**src/rtl/pci_bar_pkg.sv**
```systemverilog
package pci_bar_pkg;

    localparam int unsigned DW       = 32;
    localparam int unsigned NUM_BARS = 4;
    localparam int unsigned IDX_W    = $clog2(NUM_BARS);
    localparam int unsigned BE_W     = DW / 8;

    typedef enum logic [IDX_W-1:0] {
        BAR_CSR_MEM = 2'd0,
        BAR_CSR_IO  = 2'd1,
        BAR_FLASH   = 2'd2,
        BAR_ROM     = 2'd3
    } bar_idx_e;

    typedef enum logic {
        SPACE_MEM = 1'b0,
        SPACE_IO  = 1'b1
    } space_e;

    typedef struct packed {
        logic [DW-1:0] base;
        logic          en;
    } bar_view_t;

    function automatic logic [DW-1:0] size_mask(input int unsigned lg);
        return ~((DW'(1) << lg) - DW'(1));
    endfunction

    function automatic logic [DW-1:0] lane_mask(input logic [BE_W-1:0] be);
        logic [DW-1:0] m;
        for (int i = 0; i < BE_W; i++) m[i*8 +: 8] = {8{be[i]}};
        return m;
    endfunction

    // Fixed low nibble per register: io flag, type, prefetchable
    function automatic logic [3:0] low_bits(input int unsigned idx);
        case (idx)
            0:       return 4'b1000;
            1:       return 4'b0001;
            default: return 4'b0000;
        endcase
    endfunction

endpackage

```
**src/rtl/bar_reg.sv**
```systemverilog
module bar_reg
    import pci_bar_pkg::*;
#(
    parameter int unsigned LG     = 12,
    parameter logic [3:0]  LOW    = 4'b0000,
    parameter bit          HAS_EN = 1'b0
) (
    input  logic            clk,
    input  logic            rst,
    input  logic            wr_en,
    input  logic [BE_W-1:0] be,
    input  logic [DW-1:0]   wdata,
    input  logic            hide,
    output logic [DW-1:0]   rd_val,
    output bar_view_t       view
);
    localparam logic [DW-1:0] BASE_M = size_mask(LG);
    localparam logic [DW-1:0] WMASK  = BASE_M | (HAS_EN ? DW'(1) : DW'(0));

    logic [DW-1:0] q;
    logic [DW-1:0] lm;

    assign lm = lane_mask(be);

    always_ff @(posedge clk) begin
        if (rst)        q <= '0;
        else if (wr_en) q <= ((q & ~lm) | (wdata & lm)) & WMASK;
    end

    assign rd_val    = hide ? '0 : (q | DW'(LOW));
    assign view.base = q & BASE_M;
    assign view.en   = HAS_EN ? q[0] : 1'b1;

    // all-ones write reads back mask plus fixed encoding
    a_r3_size_readback: assert property (@(posedge clk) disable iff (rst)
        (wr_en && be == '1 && wdata == '1 && !hide) |=> (hide || rd_val == (WMASK | DW'(LOW))));

    // a lane without enable keeps its value
    a_r7_lane_hold: assert property (@(posedge clk) disable iff (rst)
        (wr_en && !be[1] && !hide) |=> (hide || rd_val[15:8] == $past(rd_val[15:8])));
endmodule

```
**src/rtl/bar_match.sv**
```systemverilog
module bar_match
    import pci_bar_pkg::*;
#(
    parameter int unsigned LG    = 12,
    parameter bit          IS_IO = 1'b0
) (
    input  logic          clk,
    input  logic          rst,
    input  logic [DW-1:0] addr,
    input  space_e        space,
    input  bar_view_t     view,
    input  logic          gate,
    output logic          hit
);
    localparam logic [DW-1:0] BASE_M = size_mask(LG);
    localparam space_e        MY_SP  = IS_IO ? SPACE_IO : SPACE_MEM;

    assign hit = gate && view.en && (space == MY_SP) && ((addr & BASE_M) == view.base);

    // no hit without the space enable and a matching space
    a_r9_hit_needs_enable: assert property (@(posedge clk) disable iff (rst)
        hit |-> (gate && space == MY_SP));
endmodule

```
**src/rtl/pci_bar_set.sv**
```systemverilog
module pci_bar_set
    import pci_bar_pkg::*;
#(
    parameter int unsigned CSR_MEM_LG = 12,
    parameter int unsigned CSR_IO_LG  = 6,
    parameter int unsigned FLASH_LG   = 17,
    parameter int unsigned ROM_LG     = 20
) (
    input  logic        clk,
    input  logic        rst,
    input  logic        cfg_wr,
    input  logic [1:0]  cfg_idx,
    input  logic [3:0]  cfg_be,
    input  logic [31:0] cfg_wdata,
    output logic [31:0] cfg_rdata,
    input  logic        boot_disable,
    input  logic        mem_en,
    input  logic        io_en,
    input  logic [31:0] bus_addr,
    input  logic        bus_space,
    output logic        csr_mem_hit,
    output logic        csr_io_hit,
    output logic        flash_hit,
    output logic        rom_hit
);
    localparam int unsigned BAR_LG [NUM_BARS] = '{CSR_MEM_LG, CSR_IO_LG, FLASH_LG, ROM_LG};

    logic [DW-1:0]       rd_arr [NUM_BARS];
    bar_view_t           views  [NUM_BARS];
    logic [NUM_BARS-1:0] hits;
    logic [NUM_BARS-1:0] gates;
    space_e              sp;

    assign sp = space_e'(bus_space);

    assign gates[BAR_CSR_MEM] = mem_en;
    assign gates[BAR_CSR_IO]  = io_en;
    assign gates[BAR_FLASH]   = mem_en;
    assign gates[BAR_ROM]     = mem_en && !boot_disable;

    for (genvar g = 0; g < NUM_BARS; g++) begin : g_bar
        localparam bit IS_ROM = (g == BAR_ROM);
        localparam bit IS_IO  = (g == BAR_CSR_IO);

        bar_reg #(
            .LG     (BAR_LG[g]),
            .LOW    (low_bits(g)),
            .HAS_EN (IS_ROM)
        ) u_reg (
            .clk    (clk),
            .rst    (rst),
            .wr_en  (cfg_wr && cfg_idx == IDX_W'(g)),
            .be     (cfg_be),
            .wdata  (cfg_wdata),
            .hide   (IS_ROM && boot_disable),
            .rd_val (rd_arr[g]),
            .view   (views[g])
        );

        bar_match #(
            .LG    (BAR_LG[g]),
            .IS_IO (IS_IO)
        ) u_match (
            .clk   (clk),
            .rst   (rst),
            .addr  (bus_addr),
            .space (sp),
            .view  (views[g]),
            .gate  (gates[g]),
            .hit   (hits[g])
        );
    end

    assign cfg_rdata   = rd_arr[cfg_idx];
    assign csr_mem_hit = hits[BAR_CSR_MEM];
    assign csr_io_hit  = hits[BAR_CSR_IO];
    assign flash_hit   = hits[BAR_FLASH];
    assign rom_hit     = hits[BAR_ROM];

    // strap hides the ROM register and its window
    a_r8_rom_silent: assert property (@(posedge clk) disable iff (rst)
        boot_disable |-> (!rom_hit && (cfg_idx != BAR_ROM || cfg_rdata == '0)));

    // I/O window answers only I/O cycles with I/O enabled
    a_r10_io_space: assert property (@(posedge clk) disable iff (rst)
        csr_io_hit |-> (bus_space && io_en && !csr_mem_hit && !flash_hit && !rom_hit));

    // I/O register bit 1 is reserved and reads zero, bit 0 reads one
    a_r4_io_low: assert property (@(posedge clk) disable iff (rst)
        (cfg_idx == BAR_CSR_IO) |-> (cfg_rdata[1:0] == 2'b01));
endmodule

```
**config.mk**
```make
export PLATFORM = sky130hd
export DESIGN_NAME = pci_bar_set
export DESIGN_NICKNAME = d
export VERILOG_FILES = /design/src/rtl/pci_bar_pkg.sv /design/src/rtl/bar_reg.sv /design/src/rtl/bar_match.sv /design/src/rtl/pci_bar_set.sv
export SDC_FILE = /design/constraint.sdc
export NUM_CORES = 1
export LEC_CHECK = 0
export ABC_AREA = 1
export BUFFER_PORTS_ARGS = -buffer_cell sky130_fd_sc_hd__buf_2
export CORE_UTILIZATION = 32
export CTS_BUF_LIST = sky130_fd_sc_hd__clkbuf_8
export DETAILED_ROUTE_END_ITERATION = 6
export PLACE_DENSITY_LB_ADDON = 0.2
export SETUP_SLACK_MARGIN = 0.5
export SLEW_MARGIN = 0
export SYNTH_ARGS = -nofsm -noshare
export SYNTH_HDL_FRONTEND = slang
export SYNTH_HIERARCHICAL = 1
export SYNTH_SLANG_ARGS = --single-unit
export TNS_END_PERCENT = 30
```
**constraint.sdc**
```tcl
create_clock -name clk -period 2.1 [get_ports clk]
set_clock_uncertainty 0.15 [all_clocks]
set_input_delay 0.315 -clock clk [delete_from_list [all_inputs] [get_ports clk]]
set_output_delay 0.315 -clock clk [all_outputs]
set_load 0.01 [all_outputs]
```
==> metrics.txt, run 1 <==
status=completed; max_slew headroom=between 60% and 70%; number of top-level pins=approximately 110; share of cells above drive strength 1=21.0%; layout overhead on the synthesized area=13.1%; vias in the first global route=~6.2k; gr usage total=18.9%; drt drc=0; Detailed Routing Iterations Pass 1=5; Final setup viols=0; fin nets=1579; hold depth=3; final hold violation count=0; clk slew on worst S/H paths=around 0.080 ns; Peak VDD IR=between 0.2 and 0.25 mV; global-route wire length before repair=around 32000 um; Final ANT Viol Nets=0; Cells after Synth=between 1k and 1.5k; fin crit period=around 2 ns; Final period util=between 90 and 100%; power density over the cells=433 nW/um^2; clk root buf=clkbuf_8; gpl congestion=0.807; CTS Buffer Depth=2; Initial Utilization=roughly a third; unrepaired setup endpoints after global routing=yes; Hold WS=between 0.01 and 0.015 ns; Synth Area in Simple Gates=49.9%; DP HPWL=about 16000 um; Tot Pwr=roughly 3.5 mW; max_cap viols=0; H-tree levels=3; Peak Freq=~0.5 GHz; Yosys cell types=23; Worst EP arrival=~1.5 ns; multiplexer area fraction after synthesis=0%; Crit-path slowest cell=dfxtp_2; initial antenna violation count=2; crit-path max cell delay=~0.35 ns; switching part of the total=34.5%; sequential-to-total area share from yosys stat=approximately a fifth; CP cell instances=nand2_1 -> inv_1 -> nor2_2 -> nor2_1 -> nand2_1 -> nor2_2 -> nand2_1 -> nor2_2 -> buf_2; Critical Path Fanout Max=3; post-synthesis compound-gate area fraction=less than 1%; Die Wd=152 um; GR Overflow Total=0; largest family of logic cells by synthesized area=simple AND/OR/NAND/NOR gates; R2R depth=5; worst path bufs/invs=2; Initial DRC Count=roughly 380; IO Port Bufs=between 90 and 100; post-synthesis adder-cell area fraction=0%; Int Pwr=2.30 mW; Worst setup EP type=output port; #FFs+latches synth=74; worst skew pair latency=between 0.3 and 0.4 ns; worst-margin pin slew=0.594 ns; Die H=between 150 and 200 um; Syn Area/Cell=about 5.1 sq um; switching pwr=~1.2 mW; critical path depth in cells=9; part of the power in the clock network=~32%; Comb pwr share=between 20% and 30%; cell area after synthesis=a little over 7000 sq um; final setup TNS=0 ns; # clock sinks=between 70 and 80; DR WL/cell=between 10 and 15 um; ANT cells=0; TritonCTS clock tree=yes; XOR/XNOR Fraction of Synth Area=2.93%; CTS buffer count=9; Leak=just under 5 nW; Die Area=approximately 23000 sq um; pin count of the biggest net entering global routing=28; core box area=between 20000 and 25000 sq um; Vias=~7k; Core Rows=54; final wirelength=21100 um; Synth Warn #=6; Crit path max-delay family=simple AND/OR/NAND/NOR gates; HP Class=in2reg; Pins Over Slew Limit=0; via/cell ratio=3.99; sequential share of power=~43%; Req. time, crit path=between 1.5 and 2 ns; startpoint types=register; crit path kind=reg2out
metal layers:
layer | vias to the layer above | global-route usage, % | part of all wire [%]
met3 | 15 | 2.57 | 3.8
met2 | 99 | 32.1 | 47
met5 | - | 0 | 0.062
met4 | 2 | 4.60 | 1.0
met1 | 3047 | 25.0 | 49
li1 | 3960 | - | -
worst paths after layout:
check	slack [ns]	to	start
max	0.09	csr_mem_hit	register
min	0.01	register	cfg_wdata[11]
max reg2reg	1.17	register	register
min reg2reg	0.38	register	register
worst register-to-register path, stage by stage, from the launching register on:
cell and delay, ns:
dfxtp_2 0.36, inv_2 0.04, buf_4 0.12, nand2_2 0.05
nand2_1 0.05, nor2_1 0.09
cells by family (layout without fill, tap and decap cells):
| family | Yosys count | after routing |
|---|---|---|
| xor+xnor | 24 | 24 |
| other cells | 8 | 120 |
| simple gates | 944 | 944 |
| compound gates | 4 | 4 |
| buf+inv | 356 | 341 |
| flops | 74 | 74 |
Yosys cell counts (all sizes together):
cell    instances  share of area (%)
and2            2               0.17
o211ai          1               0.10
nor3            5               0.35
xor2            5               0.61
dfxtp          74                 21
nand3           4               0.28
nor2          301                 16
inv           202                 11
clkinv          2               0.10
or2             1              0.087
o21ai           3               0.21
xnor2          19                2.3
buf           145                 15
nand2         631                 33
clkbuf          7               0.52
conb            8               0.42
placed cells by master, fill, tap and decap left out, drive strengths merged:
cell type / count
and2: 2
buf: 121
bufinv: 1
clkbuf: 9
clkinv: 3
clkinvlp: 3
conb: 120
dfxtp: 74
inv: 204
nand2: 631
nand3: 4
nor2: 301
nor3: 5
o211ai: 1
o21ai: 3
or2: 1
xnor2: 19
xor2: 5
final cells by class:
type,count,area (sq um)
clock inverters,7,62.6
flip-flops and latches,74,1580
inverters,204,777
clock buffers,9,124
repair buffers,121,762
multi-input cells,1092,4460
well taps,280,350
fillers,2571,13800
power groups by stage:
stage,Sequential [mW],Clock (mW),Combinational (mW)
finish,1.50,1.13,0.877
global route,1.51,1.23,1.00
detailed placement,1.52,0,0.807
floorplan,1.51,0,0.675
global placement,1.52,0,0.804
CTS,1.49,1.16,0.832
through the flow:
stage / instance area, sq um / util (%) / cells / worst slack, ns
global route: 8120 / 37.1 / 1787 / -0.0386
global placement: 7530 / 34.4 / 1768 / 0.239
finish: 8120 / 37.1 / 1787 / 0.0939
CTS: 7840 / 35.8 / 1785 / 0.0673
detailed placement: 7530 / 34.4 / 1768 / 0.224
floorplan: 7610 / - / 1522 / 0.464
timing repair:
item,CTS,global route
hold buffers,0,0
setup buffers,1,2
endpoints found under the setup margin,32,46
pin swaps,18,99
resized for setup,46,156
Power figures use the tool's default switching activity.
==> run 2: changes to the inputs <==
==> constraint.sdc (replaced) <==
create_clock -name clk -period 2.21 [get_ports clk]
set_clock_uncertainty 0.15 [all_clocks]
set_input_delay 0.3315 -clock clk [delete_from_list [all_inputs] [get_ports clk]]
set_output_delay 0.3315 -clock clk [all_outputs]
set_load 0.01 [all_outputs]
==> run 2 against run 1 <==
Net effect: first-iteration DRC count grew 39%; die area is the same; sequential power shrank 5%; global-route usage grew 0.20 points; design area shrank 2.2%; register-to-register slack gained 0.12 ns; critical path depth is the same; routed wire length is essentially flat; worst setup slack gained 0.12 ns; non-clock buffer count shrank 8; flip-flop and latch count is the same; via count is essentially flat.
==> metrics.txt, run 2 (synthesized netlist as in run 1, its figures left out) <==
status=completed; layout overhead on the synthesized area=10.6%; number of top-level pins=~110; Worst EP arrival=~1.5 ns; DR WL/cell=11.9 um; fin crit period=between 1.5 and 2 ns; Final ANT Viol Nets=0; pin count of the biggest net entering global routing=39; Detailed Routing Iterations Pass 1=5; via/cell ratio=4.00; Pins Over Slew Limit=0; Final Instance Area=slightly below 8000 sq um; pre-CTS setup slack=0.147 ns; startpoint types=register; Register-to-Register Setup Slack=1.29 ns; GR Overflow Total=0; # clock sinks=74; Req. time, crit path=1.73 ns; drt drc=0; placed cell area=about 7500 sq um; Hold WS=between 0.02 and 0.03 ns; unrepaired setup endpoints after global routing=yes; Die H=152 um; Die Area=between 20000 and 25000 sq um; CTS Buffer Depth=2; final setup TNS=0 ns; end-of-flow core utilization=a little over a third; worst skew pair latency=between 0.3 and 0.4 ns; gpl congestion=between 0.7 and 0.8; IO Port Bufs=97; crit path kind=reg2out; post-placement cell count=1762; Core Rows=54; gr usage total=a little under a fifth; R2R depth=5; clk root buf=clkbuf_8; clk slew on worst S/H paths=approximately 0.080 ns; Setup WS post-layout=0.212 ns; Final setup viols=0; hold_sp=cfg_wdata[9]; hold depth=3; vias in the first global route=approximately 6.4k; CTS Hold Bufs=0; most common cell after layout, fill and taps aside=nand2_1; Leak=a little under 5 nW; Tot Pwr=approximately 3.4 mW; Initial Utilization=approximately a third; Initial DRC Count=523; Worst setup EP type=output port; fillers=~2.6k; Peak Freq=between 0.5 and 0.6 GHz; Vias=7118; max_slew headroom=a little over a third; max_cap viols=0; final hold violation count=0; Final period util=about nine tenths; power density over the cells=approximately 430 nW/um^2; final wirelength=21100 um; initial antenna violation count=1; Critical Path Fanout Max=3; share of cells above drive strength 1=around 15%; commonest non-fill, non-tap cells in the layout=612 x nand2_1, 282 x nor2_1, 191 x inv_1; HP Class=in2reg; Non-Filler Instances=~1.8k; core box area=21900 sq um; CTS buffer count=9; fin nets=~1.6k; Peak VDD IR=about 0.21 mV; H-tree levels=3; TritonCTS clock tree=yes; DP HPWL=15800 um; global-route wire length before repair=between 30000 and 40000 um; worst-margin pin slew=~0.96 ns; Die Wd=152 um
run 2: cell types whose count changed in the layout (fill, tap and decap cells not counted), moves of 5 or more:
cell and change:
dfxtp_1 +26, inv_2 -27, nor2_2 -15, dfxtp_2 -24, inv_1 +29, nand2_1 +5
nor2_1 +18, buf_4 -9
run 2: where the power goes:
part	internal [mW]	total, mW	switching [mW]
Combinational	0.274	0.806	0.531
Clock	0.617	1.18	0.562
Sequential	1.38	1.42	0.0371
run 2: worst max-delay path, cell delays in order, from the launching register on:
cell,delay [ns]
dfxtp_4,0.38
inv_2,0.04
nand2_2,0.06
o21ai_2,0.05
nor2_1,0.11
nand2_1,0.08
nor2_2,0.11
nand2_1,0.06
nor2_2,0.12
buf_2,0.14
run 2: layout make-up:
| type | count | area, sq um | area share [%] |
|---|---|---|---|
| Multi-Input combinational cell | 1092 | 4400 | 55.4 |
| Antenna cell | 1 | 2.50 | 0.0315 |
| Sequential cell | 74 | 1540 | 19.4 |
| Inverter | 204 | 766 | 9.65 |
| Clock inverter | 6 | 76.3 | 0.962 |
| Clock buffer | 9 | 124 | 1.56 |
| Tap cell | 280 | 350 | 4.41 |
| Timing Repair Buffer | 113 | 678 | 8.54 |
run 2: worst max path at each step:
stage                      end  cells after the start        from  slack [ns]
finish              csr_io_hit                      9    register        0.21
detailed placement    register                      8  cfg_idx[0]        0.15
global route        csr_io_hit                      9    register        0.08
global placement      register                      7  cfg_idx[0]        0.17
floorplan             register                      8  cfg_idx[0]        0.55
CTS                 csr_io_hit                      9    register        0.16
run 2: what timing repair did:
action                     4_1_cts  5_1_grt
setup endpoints to repair       31       44
resized for setup               39       68
setup buffers                    1        0
pin swaps                       14       36
run 2: routing by layer:
metal / part of all wire [%] / global-route usage [%] / routed length (um) / vias up
met5: 0.071 / 0 / 15 / -
met1: 48 / 25.4 / 10100 / 3008
met2: 45 / 31.4 / 9560 / 138
met3: 4.8 / 2.78 / 1010 / 25
li1: - / - / - / 3945
met4: 2.0 / 6.34 / 412 / 2
